<file path="src/rtl/cbm_pkg.sv">
package cbm_pkg;
  localparam int CBM_VEC_W = 6;
  localparam int CBM_PIX_W = 8;

  typedef logic signed [CBM_VEC_W-1:0] vec_t;

  typedef struct packed {
    vec_t dy;
    vec_t dx;
  } mv_t;

  typedef enum logic [1:0] {
    ST_IDLE = 2'd0,
    ST_RUN  = 2'd1,
    ST_DONE = 2'd2
  } st_t;
endpackage

</file>
<file path="src/rtl/cbm_range_chk.sv">
module cbm_range_chk
  import cbm_pkg::*;
#(
  parameter int MIN_DY = -12,
  parameter int MAX_DY = 12,
  parameter int MIN_DX = -16,
  parameter int MAX_DX = 14
) (
  input  mv_t  mv,
  output logic ok
);
  always_comb begin
    ok = (int'(mv.dy) >= MIN_DY) && (int'(mv.dy) <= MAX_DY) &&
         (int'(mv.dx) >= MIN_DX) && (int'(mv.dx) <= MAX_DX);
  end
endmodule

</file>
<file path="src/rtl/cbm_addr_gen.sv">
module cbm_addr_gen
  import cbm_pkg::*;
#(
  parameter int MB_LOG = 4,
  parameter int OFF_Y  = 6,
  parameter int OFF_X  = 8,
  parameter int ROW_W  = 5,
  parameter int COL_W  = 5
) (
  input  logic [MB_LOG-1:0] py,
  input  logic [MB_LOG-1:0] px,
  input  mv_t               mv,
  output logic [ROW_W-1:0]  row,
  output logic [COL_W-1:0]  col,
  output logic              frac_y,
  output logic              frac_x
);
  localparam int AW = 10;
  logic signed [AW-1:0] dy_e, dx_e, row_s, col_s;

  always_comb begin
    dy_e   = AW'(mv.dy);
    dx_e   = AW'(mv.dx);
    row_s  = $signed(AW'(py)) + (dy_e >>> 1) + AW'(OFF_Y);
    col_s  = $signed(AW'(px)) + (dx_e >>> 1) + AW'(OFF_X);
    row    = row_s[ROW_W-1:0];
    col    = col_s[COL_W-1:0];
    frac_y = mv.dy[0];
    frac_x = mv.dx[0];
  end
endmodule

</file>
<file path="src/rtl/cbm_halfpel.sv">
module cbm_halfpel #(
  parameter int PIX_W = 8
) (
  input  logic [PIX_W-1:0] p00,
  input  logic [PIX_W-1:0] p01,
  input  logic [PIX_W-1:0] p10,
  input  logic [PIX_W-1:0] p11,
  input  logic             frac_y,
  input  logic             frac_x,
  output logic [PIX_W-1:0] sample
);
  logic [PIX_W+1:0] s4, s2h, s2v;

  always_comb begin
    s4  = (PIX_W+2)'(p00) + (PIX_W+2)'(p01) + (PIX_W+2)'(p10) + (PIX_W+2)'(p11) + (PIX_W+2)'(2);
    s2h = (PIX_W+2)'(p00) + (PIX_W+2)'(p01) + (PIX_W+2)'(1);
    s2v = (PIX_W+2)'(p00) + (PIX_W+2)'(p10) + (PIX_W+2)'(1);
    unique case ({frac_y, frac_x})
      2'b11:   sample = s4[PIX_W+1:2];
      2'b01:   sample = s2h[PIX_W:1];
      2'b10:   sample = s2v[PIX_W:1];
      default: sample = p00;
    endcase
  end
endmodule

</file>
<file path="src/rtl/cand_block_matcher.sv">
module cand_block_matcher
  import cbm_pkg::*;
#(
  parameter int N_CAND = 5,
  parameter int MB     = 16,
  parameter int MIN_DY = -12,
  parameter int MAX_DY = 12,
  parameter int MIN_DX = -16,
  parameter int MAX_DX = 14,
  localparam int VW     = CBM_VEC_W,
  localparam int PW     = CBM_PIX_W,
  localparam int MB_LOG = $clog2(MB),
  localparam int NPIX   = MB * MB,
  localparam int PIX_CW = 2 * MB_LOG,
  localparam int OFF_Y  = -(MIN_DY / 2),
  localparam int OFF_X  = -(MIN_DX / 2),
  localparam int WIN_H  = MB + (MAX_DY - MIN_DY) / 2,
  localparam int WIN_W  = MB + (MAX_DX - MIN_DX) / 2,
  localparam int ROW_W  = $clog2(WIN_H),
  localparam int COL_W  = $clog2(WIN_W),
  localparam int SAD_W  = $clog2(NPIX * ((1 << PW) - 1) + 1),
  localparam int IDX_W  = $clog2(N_CAND)
) (
  input  logic                 clk,
  input  logic                 rst_n,
  input  logic                 start,
  input  logic [N_CAND*VW-1:0] cand_dy,
  input  logic [N_CAND*VW-1:0] cand_dx,
  output logic [MB_LOG-1:0]    cur_row,
  output logic [MB_LOG-1:0]    cur_col,
  input  logic [PW-1:0]        cur_pix,
  output logic [ROW_W-1:0]     win_row,
  output logic [COL_W-1:0]     win_col,
  input  logic [PW-1:0]        win_p00,
  input  logic [PW-1:0]        win_p01,
  input  logic [PW-1:0]        win_p10,
  input  logic [PW-1:0]        win_p11,
  output logic [VW-1:0]        best_dy,
  output logic [VW-1:0]        best_dx,
  output logic [SAD_W-1:0]     best_sad,
  output logic                 done
);
  st_t               state_q;
  mv_t               mv_q [N_CAND];
  logic [N_CAND-1:0] ok_q;
  logic [N_CAND-1:0] ok_in;
  mv_t               mv_in [N_CAND];
  logic [IDX_W-1:0]  idx_q;
  logic [PIX_CW-1:0] pix_q;
  logic [SAD_W-1:0]  acc_q;
  logic              have_best_q;
  mv_t               best_q;
  logic [SAD_W-1:0]  best_sad_q;

  logic              run;
  logic              cur_ok;
  mv_t               cur_mv;
  logic              fy, fx;
  logic [PW-1:0]     pred;
  logic [PW-1:0]     absd;
  logic [SAD_W-1:0]  sad_next;
  logic              last_pix;
  logic              last_cand;

  // candidate capture and range screening, one checker per list slot
  for (genvar i = 0; i < N_CAND; i++) begin : g_cand
    assign mv_in[i].dy = vec_t'(cand_dy[i*VW +: VW]);
    assign mv_in[i].dx = vec_t'(cand_dx[i*VW +: VW]);
    cbm_range_chk #(
      .MIN_DY(MIN_DY), .MAX_DY(MAX_DY), .MIN_DX(MIN_DX), .MAX_DX(MAX_DX)
    ) u_rng (
      .mv(mv_in[i]),
      .ok(ok_in[i])
    );
  end

  assign run       = (state_q == ST_RUN);
  assign cur_mv    = mv_q[idx_q];
  assign cur_ok    = ok_q[idx_q];
  assign cur_row   = pix_q[PIX_CW-1:MB_LOG];
  assign cur_col   = pix_q[MB_LOG-1:0];
  assign last_pix  = (pix_q == PIX_CW'(NPIX - 1));
  assign last_cand = (idx_q == IDX_W'(N_CAND - 1));

  cbm_addr_gen #(
    .MB_LOG(MB_LOG), .OFF_Y(OFF_Y), .OFF_X(OFF_X), .ROW_W(ROW_W), .COL_W(COL_W)
  ) u_addr (
    .py    (cur_row),
    .px    (cur_col),
    .mv    (cur_mv),
    .row   (win_row),
    .col   (win_col),
    .frac_y(fy),
    .frac_x(fx)
  );

  cbm_halfpel #(.PIX_W(PW)) u_hp (
    .p00   (win_p00),
    .p01   (win_p01),
    .p10   (win_p10),
    .p11   (win_p11),
    .frac_y(fy),
    .frac_x(fx),
    .sample(pred)
  );

  always_comb begin
    absd     = (pred >= cur_pix) ? (pred - cur_pix) : (cur_pix - pred);
    sad_next = acc_q + SAD_W'(absd);
  end

  always_ff @(posedge clk or negedge rst_n) begin
    if (!rst_n) begin
      state_q     <= ST_IDLE;
      ok_q        <= '0;
      idx_q       <= '0;
      pix_q       <= '0;
      acc_q       <= '0;
      have_best_q <= 1'b0;
      best_q      <= '0;
      best_sad_q  <= '0;
      for (int i = 0; i < N_CAND; i++) mv_q[i] <= '0;
    end else begin
      unique case (state_q)
        ST_IDLE: begin
          if (start) begin
            for (int i = 0; i < N_CAND; i++) mv_q[i] <= mv_in[i];
            ok_q        <= ok_in;
            if (ok_in == '0) begin
              mv_q[0] <= '0;
              ok_q[0] <= 1'b1;
            end
            idx_q       <= '0;
            pix_q       <= '0;
            acc_q       <= '0;
            have_best_q <= 1'b0;
            state_q     <= ST_RUN;
          end
        end
        ST_RUN: begin
          if (cur_ok && !last_pix) begin
            acc_q <= sad_next;
            pix_q <= pix_q + 1'b1;
          end else begin
            if (cur_ok && (!have_best_q || sad_next < best_sad_q)) begin
              best_q      <= cur_mv;
              best_sad_q  <= sad_next;
              have_best_q <= 1'b1;
            end
            acc_q <= '0;
            pix_q <= '0;
            if (last_cand) state_q <= ST_DONE;
            else           idx_q   <= idx_q + 1'b1;
          end
        end
        default: state_q <= ST_IDLE;
      endcase
    end
  end

  assign done     = (state_q == ST_DONE);
  assign best_dy  = best_q.dy;
  assign best_dx  = best_q.dx;
  assign best_sad = best_sad_q;
endmodule

</file>
<file path="config.mk">
export PLATFORM = sky130hd
export DESIGN_NAME = cand_block_matcher
export DESIGN_NICKNAME = d
export VERILOG_FILES = /design/src/rtl/cbm_pkg.sv /design/src/rtl/cbm_range_chk.sv /design/src/rtl/cbm_addr_gen.sv /design/src/rtl/cbm_halfpel.sv /design/src/rtl/cand_block_matcher.sv
export SDC_FILE = /design/constraint.sdc
export NUM_CORES = 1
export LEC_CHECK = 0
export ABC_CLOCK_PERIOD_IN_PS = 8600
export BUFFER_PORTS_ARGS = -buffer_cell sky130_fd_sc_hd__buf_2
export CORE_MARGIN = 5
export CORE_UTILIZATION = 58
export CTS_CLUSTER_DIAMETER = 200
export DETAILED_ROUTE_END_ITERATION = 8
export HOLD_SLACK_MARGIN = 0.1
export PLACE_DENSITY = 0.79
export SLEW_MARGIN = 25
export SYNTH_ARGS = -nofsm -noshare
export SYNTH_HDL_FRONTEND = slang
export SYNTH_SLANG_ARGS = --single-unit
</file>
<file path="constraint.sdc">
create_clock -name clk -period 8.6 [get_ports clk]
set_clock_uncertainty 0.15 [all_clocks]
set_input_delay 0.86 -clock clk [delete_from_list [all_inputs] [get_ports clk]]
set_output_delay 0.86 -clock clk [all_outputs]
set_load 0.005 [all_outputs]
</file>
==> results of run 1 <==
worst min path at each step:
stage              from        to  slack, ns  depth (start not counted)
2_1_floorplan   ok_q[4]   ok_q[4]       0.29                          2
3_3_place_gp    ok_q[4]   ok_q[4]       0.30                          2
3_5_place_dp    ok_q[4]   ok_q[4]       0.31                          2
4_1_cts        mv_q[28]  mv_q[28]       0.33                          2
5_1_grt        mv_q[26]  mv_q[26]       0.34                          2
6_report       mv_q[28]  mv_q[28]       0.32                          2
stage by stage:
step | instance area, um^2 | std cells | setup slack [ns]
floorplan | 9100 | 994 | -0.282
global placement | 10600 | 1385 | -0.273
detailed placement | 10600 | 1386 | -0.563
CTS | 11300 | 1421 | 0.00387
global route | 11600 | 1430 | -0.247
finish | 11600 | 1430 | 0.0823
state kept, by name (all words and copies together), names as in the netlist:
name and flops:
acc_q 16, best_dx 6, best_dy 6, best_sad 16, have_best_q 1, idx_q 3
mv_q 60, ok_q 5, pix_q 8, state_q 2
cells in the final DEF (no fill, tap or decap), types with 32 or more instances in the layout:
cell	synthesis	routed
a21oi_1	55	47
dfrtp_1	123	123
nand2_1	179	179
buf_2	8	145
mux2i_1	34	32
o21ai_0	41	34
nor2_1	57	53
ha_1	80	68
inv_1	93	88
buf_4	0	92
per-layer routing:
layer	wire length [um]	vias up
met4	710	0
li1	-	3929
met5	0	-
met2	12300	309
met1	10500	3978
met3	1570	63
logic make-up (layout without fill, tap and decap cells):
group           after synthesis  in the layout  synth area share, %
compound gates              230            230                 17.7
mux                          69             69                 8.56
buf+inv                     129            377                 5.81
flops                       123            123                 34.6
fa+ha+maj                    94             94                 14.4
simple gates                306            306                 14.7
xor+xnor                     43             43                 4.24
worst min-delay path, delay by kind of cell (launching register included):
kind,cells,cell delay [ns]
AND/OR/NAND/NOR,2,0.10
flip-flops,1,0.34
repair_timing:
action | CTS | global route
hold buffers | 0 | 0
gates cloned | 1 | 2
pin swaps | 2 | 38
gates resized for setup | 3 | 67
setup endpoints to repair | 27 | 28
buffers inserted | 2 | 7
final cells by class:
| type | instances | area (um^2) | share of cell area (%) |
|---|---|---|---|
| clock inverter | 14 | 114 | 0.978 |
| sequential | 123 | 3080 | 26.4 |
| inverter | 94 | 353 | 3.03 |
| tap | 188 | 235 | 2.02 |
| multi-input combinational | 742 | 5780 | 49.7 |
| timing repair buffer | 251 | 1640 | 14.1 |
| clock buffer | 18 | 439 | 3.77 |
power groups by stage:
stage / registers, mW / clock network, mW / logic [mW]
floorplan: 0.859 / 0 / 2.27
global placement: 0.894 / 0 / 3.34
detailed placement: 0.905 / 0 / 3.44
CTS: 0.897 / 0.671 / 3.50
global route: 0.922 / 0.700 / 4.15
finish: 0.900 / 0.668 / 3.82
==> metrics.yaml, run 1 <==
worst-r2r-cell-count: 29
grt-ovfl-total: 0
grt_pass1_wl_um: 39100
syn_nets: 1191
r2r-start: "idx_q[2]"
cp_num_cells: 40
vdd_drop_max_v: 0.000356
total_power_mw: 5.39
syn-mean-instance-area_um2: 8.94
critPathMaxStageDelay_ns: 0.48
cts_sinks: 123
ys_seq_elements: 123
worst_pin_slew_ns: 0.837
synth_top_cell_area_share_pct: 34.6
clk_pin_slew_worst_paths_ns: 0.06
drive_gt1_share_pct: 31.2
grt.met1_usage_pct: 35.3
comb_power_share_pct: 70.9
netlist_instances: 994
crit_start: "win_p00[0]"
ant_nets: 0
die_w_um: 134
wl_um: 25000
crit_family: "compound AO/OA/AOI/OAI gates"
synth_area_um2: 8890
worstPathArrival_ns: 8.67
swShare_pct: 44.8
cp-end-kind: "flip-flop"
synth_most_common_cell: "nand2_1"
grt_max_degree: 69
ys_async_sr_fraction_pct: 100
fp.dieArea_um2: 17900
area.growth.synth_to_final_pct: 31.0
yosys.area.top_type: "dfrtp_1"
finish.utilization_pct: 76.9
critPathBufInv: 6
p_leak_nw: 6.00
whs_ns: 0.325
die_y_um: 134
route.detailed.drc: 0
place.gp.congestion: 0.924
use_met2_pct: 44.4
setup_viol: 0
fin_setup_tns_ns: 0
start_kind: "primary input"
seq_power_share_pct: 16.7
antenna_found_initial: 0
drt_iter0_markers: 640
power.switching_mw: 2.41
drv_slew: 0
vias: 8279
n_antenna_cell: 0
reg2reg_to: "best_sad[3]"
yosys_warnings: 0
rows: 45
place_hpwl_um: 18500
hold_viol: 0
num-fill-cells: 1035
drtPass1Iterations: 5
viasPerCell: 5.79
tritoncts: "built"
ys.flop_type: "dfrtp_1"
maxSlewHeadroom_pct: 44.2
grt_pass1_vias: 8005
crit_required_ns: 8.75
period_needed_ns: 8.52
slowest_stage: "fa_1"
clockBufferDepth: 2
crit_end: "best_sad[3]"
synth.area.top_cells: "dfrtp_1 (35%), ha_1 (11%), nand2_1 (7.6%)"
portBuffers: 149
post_drt_wl_per_cell_um: 17.5
use_met3_pct: 5.66
ys_seq_area_share_pct: 34.6
p_per_area_nw_per_um2: 463
r2r_slack_ns: 0.92
synth_cell_type_count: 59
synth-edff-count: 0
htree_levels: 4
hp-class: "reg -> reg"
ios: 150
cts_root_buf: "clkbuf_16"
critPathMostFrequentCell: "ha_4"
setup.worst_path.class: "in -> reg"
cts_buffers: 17
grt_most_used_layer: "met2"
grt_setup_unrepaired: "yes"
nets: 1426
maxCapViolations: 0
clkLatencyLatePin_ns: 0.43
grtUsageTotal_pct: 26.9
start_util_pct: 58.7
status: "finished clean"
period_share_pct: 99.0
fmax_mhz: 117
synth_commonest_cells: "nand2_1 (179), dfrtp_1 (123), inv_1 (93)"
clock_power_share_pct: 12.4
core_um2: 15100
path_max_fanout: 8
internal_power_mw: 2.98
Power figures use the tool's default switching activity.
==> inputs of run 2 (changes only) <==
==> constraint.sdc (replaced) <==
create_clock -name clk -period 8.6 [get_ports clk]
set_clock_uncertainty 0.15 [all_clocks]
set_input_delay 1.72 -clock clk [delete_from_list [all_inputs] [get_ports clk]]
set_output_delay 1.72 -clock clk [all_outputs]
set_load 0.005 [all_outputs]
==> run 2 against run 1 <==
The flow now finishes with violations (negative setup slack). Register-to-register slack lost 0.31 ns. Clock power up 1%. Fmax shrank 10%. Global-route usage rose by 2.7 points. Clock-buffer cell count stayed put. Total power grew 7.2%. Flip-flop and latch count did not move. Core utilization is 3.0 points higher. Hold slack gained 0.00084 ns. First-iteration DRC count fell by 2.2%. Sequential share of layout area is 0.98 points lower.
==> metrics.yaml, run 2 (synthesized netlist as in run 1, its figures left out) <==
status: "finished, violations left"
violations: "negative setup slack"
maxCapViolations: 0  # unchanged
place_hpwl_um: 19100  # +3.0%
start_kind: "primary input"
worstPathArrival_ns: 9.65  # +0.98 ns
hold_viol: 0  # unchanged
fmax_mhz: 105  # -10%
viasPerCell: 5.84  # +0.93%
p_leak_nw: 6.29  # +4.8%
grt_max_degree: 80  # +16%
clockBufferDepth: 2  # unchanged
power.switching_mw: 2.56  # +6.1%
crit_family: "compound AO/OA/AOI/OAI gates"
n_antenna_cell: 0  # unchanged
period_share_pct: 111  # +11 points
largest_reg_flops: 60  # unchanged
die_w_um: 134  # unchanged
core_um2: 15100  # unchanged
cts_sinks: 123  # unchanged
seq_power_share_pct: 15.6  # -1.1 points
die_y_um: 134  # unchanged
drv_slew: 0  # unchanged
grt_pass1_wl_um: 42400  # +8.5%
ff_latch_area_um2: 3080  # unchanged
setup_viol: 28  # +28
multi_input_area_um2: 5810  # +0.41%
cts_root_buf: "clkbuf_16"
slowest_stage: "fa_1"
placed_cells: 1423  # +2.7%
place.gp.congestion: 0.921  # -0.37%
post_drt_wl_per_cell_um: 18.4  # +5.3%
final_cell_mix: "nand2_1 (178), buf_4 (146), buf_2 (145), dfrtp_1 (123), inv_1 (87)"
final_cell_count_no_fill: 1483  # +3.7%
internal_power_mw: 3.21  # +8.0%
vdd_drop_max_v: 0.000312  # -12%
clkLatencyLatePin_ns: 0.43  # about the same
worst-r2r-cell-count: 33  # +14%
setup.worst_path.class: "in -> reg"
rows: 45  # unchanged
critPathMostFrequentCell: "buf_4"
grt_setup_unrepaired: "yes"
path_max_fanout: 5  # -3
min_path_cells: 2  # unchanged
drive_gt1_share_pct: 34.1  # +3.0 points
swShare_pct: 44.3  # -0.43 points
num-fill-cells: 966  # -6.7%
grt-ovfl-total: 0  # unchanged
ios: 150  # unchanged
route.detailed.drc: 0  # unchanged
grt_pass1_vias: 8563  # +7.0%
final_common_cell: "nand2_1"
reg2reg_to: "best_sad[1]"
comb_power_share_pct: 72.6  # +1.7 points
regMostFlops: "mv_q"
drt_iter0_markers: 626  # -2.2%
cp-end-kind: "flip-flop"
grtUsageTotal_pct: 29.5  # +2.7 points
postCtsHoldBufs: 0  # unchanged
worst_pin_slew_ns: 0.775  # -0.0620 ns
antenna_found_initial: 0  # unchanged
ant_nets: 0  # unchanged
clock_power_share_pct: 11.7  # -0.7 points
period_needed_ns: 9.51  # +0.988 ns
htree_levels: 4  # unchanged
r2r_slack_ns: 0.61  # -0.31 ns
crit_required_ns: 8.75  # about the same
drtPass1Iterations: 5  # unchanged
r2r-start: "idx_q[2]"
area.growth.synth_to_final_pct: 36.0
start_util_pct: 58.7  # unchanged
wl_um: 27300  # +9.2%
worstHoldStart: "mv_q[26]"
clk_pin_slew_worst_paths_ns: 0.06  # about the same
fin_setup_tns_ns: -24.08  # -24.08 ns
fp.dieArea_um2: 17900  # unchanged
tritoncts: "built"
critPathMaxStageDelay_ns: 0.51  # +0.03 ns
worstHoldEndpoint: "mv_q[26]"
maxSlewHeadroom_pct: 48.2  # +4.0 points
nets: 1480  # +3.8%
fin_ws_ns: -0.905  # -0.988 ns
critPathBufInv: 9  # +3
p_per_area_nw_per_um2: 477  # +3.2%
vias: 8666  # +4.7%
hp-class: "reg -> reg"
portBuffers: 149  # unchanged
cts_buffers: 17  # unchanged
## run 2: worst max path at each step
stage | depth (start not counted) | slack [ns] | endpoint | start
floorplan | 39 | -1.14 | best_dx[0] | win_p00[0]
global placement | 42 | -1.18 | best_sad[0] | win_p00[0]
detailed placement | 40 | -1.45 | best_sad[5] | win_p00[0]
CTS | 44 | -0.64 | best_dy[0] | win_p01[0]
global route | 44 | -1.16 | best_dy[0] | win_p01[0]
finish | 45 | -0.91 | best_sad[1] | win_p00[1]
## run 2: worst min-delay path, delay by kind of cell, from the launching register on
kind / cells / cell delay, ns
flip-flops: 1 / 0.34
AND/OR/NAND/NOR: 2 / 0.10
## run 2: metrics by stage
| stage | total power, mW | hold slack (ns) | instance area, um^2 | setup slack (ns) | util, % |
|---|---|---|---|---|---|
| 3_3_place_gp | 4.38 | 0.304 | 10900 | -1.18 | 71.9 |
| 3_5_place_dp | 4.51 | 0.309 | 10900 | -1.45 | 71.9 |
| 5_1_grt | 6.16 | 0.341 | 12100 | -1.16 | 79.9 |
| 4_1_cts | 5.47 | 0.326 | 11900 | -0.640 | 78.3 |
| 6_report | 5.77 | 0.326 | 12100 | -0.905 | 79.9 |
| 2_1_floorplan | 3.13 | 0.288 | 9100 | -1.14 | - |
## run 2: final cells by class
cell class                      instances  area share [%]
Multi-Input combinational cell        742            48.0
Sequential cell                       123            25.5
Timing Repair Buffer                  305            17.1
Clock buffer                           18            3.63
Inverter                               94            2.92
Tap cell                              188            1.94
Clock inverter                         13           0.972
## run 2: power by group through the flow
stage | logic, mW | clock network (mW) | registers [mW]
after floorplan | 2.27 | 0 | 0.859
after global placement | 3.48 | 0 | 0.894
after detailed placement | 3.61 | 0 | 0.903
after CTS | 3.89 | 0.681 | 0.898
after global routing | 4.52 | 0.714 | 0.923
final | 4.19 | 0.676 | 0.903
## run 2: timing repair
action	4_1_cts	5_1_grt
setup endpoints to repair	28	28
endpoints found under the hold margin	0	0
pin swaps	36	5
resized for setup	44	25
setup buffers	20	5
gates cloned	2	1
## run 2: routing by layer
| metal | share of wire, % | vias up | GRT usage [%] |
|---|---|---|---|
| met3 | 6.5 | 77 | 5.33 |
| met4 | 4.2 | 0 | 11.7 |
| li1 | - | 4023 | - |
| met2 | 50 | 385 | 49.9 |
| met5 | 0 | - | 0 |
| met1 | 40 | 4181 | 37.8 |
==> inputs of run 3 (changes only) <==
--- a/config.mk
+++ b/config.mk
@@ -5,6 +5,7 @@
 export SDC_FILE = /design/constraint.sdc
 export NUM_CORES = 1
 export LEC_CHECK = 0
+export ABC_AREA = 1
 export ABC_CLOCK_PERIOD_IN_PS = 8600
 export BUFFER_PORTS_ARGS = -buffer_cell sky130_fd_sc_hd__buf_2
 export CORE_MARGIN = 5
@@ -12,7 +13,7 @@
 export CTS_CLUSTER_DIAMETER = 200
 export DETAILED_ROUTE_END_ITERATION = 8
 export HOLD_SLACK_MARGIN = 0.1
-export PLACE_DENSITY = 0.79
+export PLACE_DENSITY = 0.78
 export SLEW_MARGIN = 25
 export SYNTH_ARGS = -nofsm -noshare
 export SYNTH_HDL_FRONTEND = slang
==> run 3 against run 2 <==
The run now ends clean. Worst setup slack better by 1.3 ns. Cell area is 5.4% lower. Hold slack worse by 0.0098 ns. Critical path type unchanged. Critical endpoint is now best_dx[4]. Highest routed layer unchanged.
==> metrics.yaml, run 3 <==
status: "finished clean"
nets: 1682  # +14%
wl_um: 26400  # -3.3%
period_needed_ns: 8.20  # -1.30 ns
place.gp.congestion: 0.930  # +0.93%
n_antenna_cell: 0  # unchanged
critPathBufInv: 7  # -2
synth_commonest_cells: "nand2_1 (347), inv_1 (210), dfrtp_1 (123)"
ys_seq_area_share_pct: 32.5  # -2.1 points
cp-end-kind: "flip-flop"
synth_area_um2: 9470  # +6.5%
setup.worst_path.class: "in -> reg"
ios: 150  # unchanged
hold_viol: 0  # unchanged
crit_required_ns: 8.76  # about the same
period_share_pct: 95.4  # -15 points
synth_cell_type_count: 48  # -19%
slowest_stage: "fa_1"
cts_root_buf: "clkbuf_16"
post_drt_wl_per_cell_um: 15.4  # -16%
syn_nets: 1499  # +26%
synth_most_common_cell: "nand2_1"
clkLatencyLatePin_ns: 0.42  # about the same
rows: 46  # +2.2%
antenna_found_initial: 0  # unchanged
die_w_um: 138  # +3.0%
htree_levels: 4  # unchanged
fp.dieArea_um2: 19000  # +6.0%
path_max_fanout: 8  # +3
grt_max_degree: 75  # -6.3%
synth.area.top_cells: "dfrtp_1 (33%), nand2_1 (14%), ha_1 (11%)"
final_cell_mix: "nand2_1 (344), inv_1 (209), buf_2 (148), dfrtp_1 (123), o21ai_0 (103)"
setup_viol: 0  # -100%
ys_async_sr_fraction_pct: 100  # unchanged
crit_start: "win_p00[2]"
critPathMaxStageDelay_ns: 0.52  # about the same
drt_iter0_markers: 710  # +13%
synth_top_cell_area_share_pct: 32.5  # -2.1 points
yosys.area.top_type: "dfrtp_1"
start_kind: "primary input"
place_hpwl_um: 19800  # +3.6%
start_util_pct: 59.4  # +0.70 points
maxCapViolations: 0  # unchanged
grt_pass1_vias: 8734  # +2.0%
ys.flop_type: "dfrtp_1"
grt_pass1_wl_um: 42000  # -0.85%
route.detailed.drc: 0  # unchanged
ant_nets: 0  # unchanged
pre_cts_ws_ns: -0.163  # +1.29 ns
clockBufferDepth: 2  # unchanged
vias: 9144  # +5.5%
grtUsageTotal_pct: 27.9  # -1.6 points
final_common_cell: "nand2_1"
cts_buffers: 17  # unchanged
die_y_um: 138  # +3.0%
fmax_mhz: 122  # +16%
fin_ws_ns: 0.396  # +1.30 ns
ys_seq_elements: 123  # unchanged
core_um2: 15900  # +5.3%
clk_pin_slew_worst_paths_ns: 0.06  # about the same
crit_family: "simple AND/OR/NAND/NOR gates"
tritoncts: "built"
syn-mean-instance-area_um2: 7.27  # -19%
r2r-start: "idx_q[1]"
grt-ovfl-total: 0  # unchanged
portBuffers: 149  # unchanged
viasPerCell: 5.34  # -8.7%
drive_gt1_share_pct: 20.3  # -14 points
area.growth.synth_to_final_pct: 20.9
maxSlewHeadroom_pct: 38.5  # -9.8 points
postCtsHoldBufs: 0  # unchanged
cts_sinks: 123  # unchanged
worstPathArrival_ns: 8.36  # -1.29 ns
critPathMostFrequentCell: "nand2_1"
worstHoldStart: "best_dx[2]"
largest_reg_flops: 60  # unchanged
drtPass1Iterations: 7  # +2
worst_pin_slew_ns: 0.922  # +0.147 ns
drv_slew: 0  # unchanged
hp-class: "reg -> reg"
yosys_warnings: 0  # unchanged
regMostFlops: "mv_q"
synth-edff-count: 0  # unchanged
finish.utilization_pct: 71.8  # -8.1 points
netlist_instances: 1302  # +31%
-- run 3: kinds of logic (layout without fill, tap and decap cells) --
kind of cell / count (synthesis) / count (layout) / synth area share, %
AND/OR/NAND/NOR: 538 / 538 / 24.2
buffers and inverters: 259 / 454 / 10.9
AO/OA/AOI/OAI: 248 / 248 / 15.2
flip-flops: 123 / 123 / 32.5
adder cells (fa/ha/maj): 94 / 94 / 13.5
XOR/XNOR: 40 / 40 / 3.70
-- run 3: area by class of cell --
| type | count | area (um^2) |
|---|---|---|
| Clock buffer | 25 | 505 |
| Clock inverter | 6 | 85.1 |
| Fill cell | 1303 | 4500 |
| Inverter | 223 | 842 |
| Multi-Input combinational cell | 920 | 5470 |
| Sequential cell | 123 | 3080 |
| Tap cell | 216 | 270 |
| Timing Repair Buffer | 200 | 1190 |
-- run 3: per-stage QoR --
stage | TNS [ns] | hold slack (ns) | std cells | cell area (um^2)
2_1_floorplan | 0 | 0.294 | 1302 | 9470
3_3_place_gp | 0 | 0.306 | 1678 | 10700
3_5_place_dp | -3.96 | 0.310 | 1678 | 10700
4_1_cts | 0 | 0.321 | 1709 | 11300
5_1_grt | -0.224 | 0.345 | 1713 | 11400
6_report | 0 | 0.316 | 1713 | 11400
-- run 3: worst min-delay path: stages, from the launching register on --
cell and delay (ns):
dfrtp_1 0.34, nand2_1 0.05, nand2_1 0.04
-- run 3: path summary, 6_finish.rpt --
path | slack (ns) | depth (start not counted) | to
worst min register to register | 0.32 | 2 | best_dx[2]
max in group asynchronous | 6.02 | 2 | best_dy[5]
min in group asynchronous | 1.17 | 1 | pix_q[4]
worst max register to register | 2.03 | 33 | best_dx[4]
worst max-delay path | 0.40 | 44 | best_dx[4]
worst min-delay path | 0.32 | 2 | best_dx[2]
-- run 3: layer usage --
layer  track usage (%)  share of wire [%]  vias to the layer above
met3              5.59                6.4                       32
met2              45.5                 48                      266
met4              6.09                1.1                        0
met1              38.7                 44                     4275
li1                  -                  -                     4571
met5                 0                  0                        -
-- run 3: timing repair --
item,in CTS,in global routing
gates resized for setup,0,40
setup buffers,0,1
endpoints found under the setup margin,0,28
Power of run 3 is left out: the tool's default activity adds up to more than one toggle a clock period on the data nets, which glitch-free logic cannot reach.
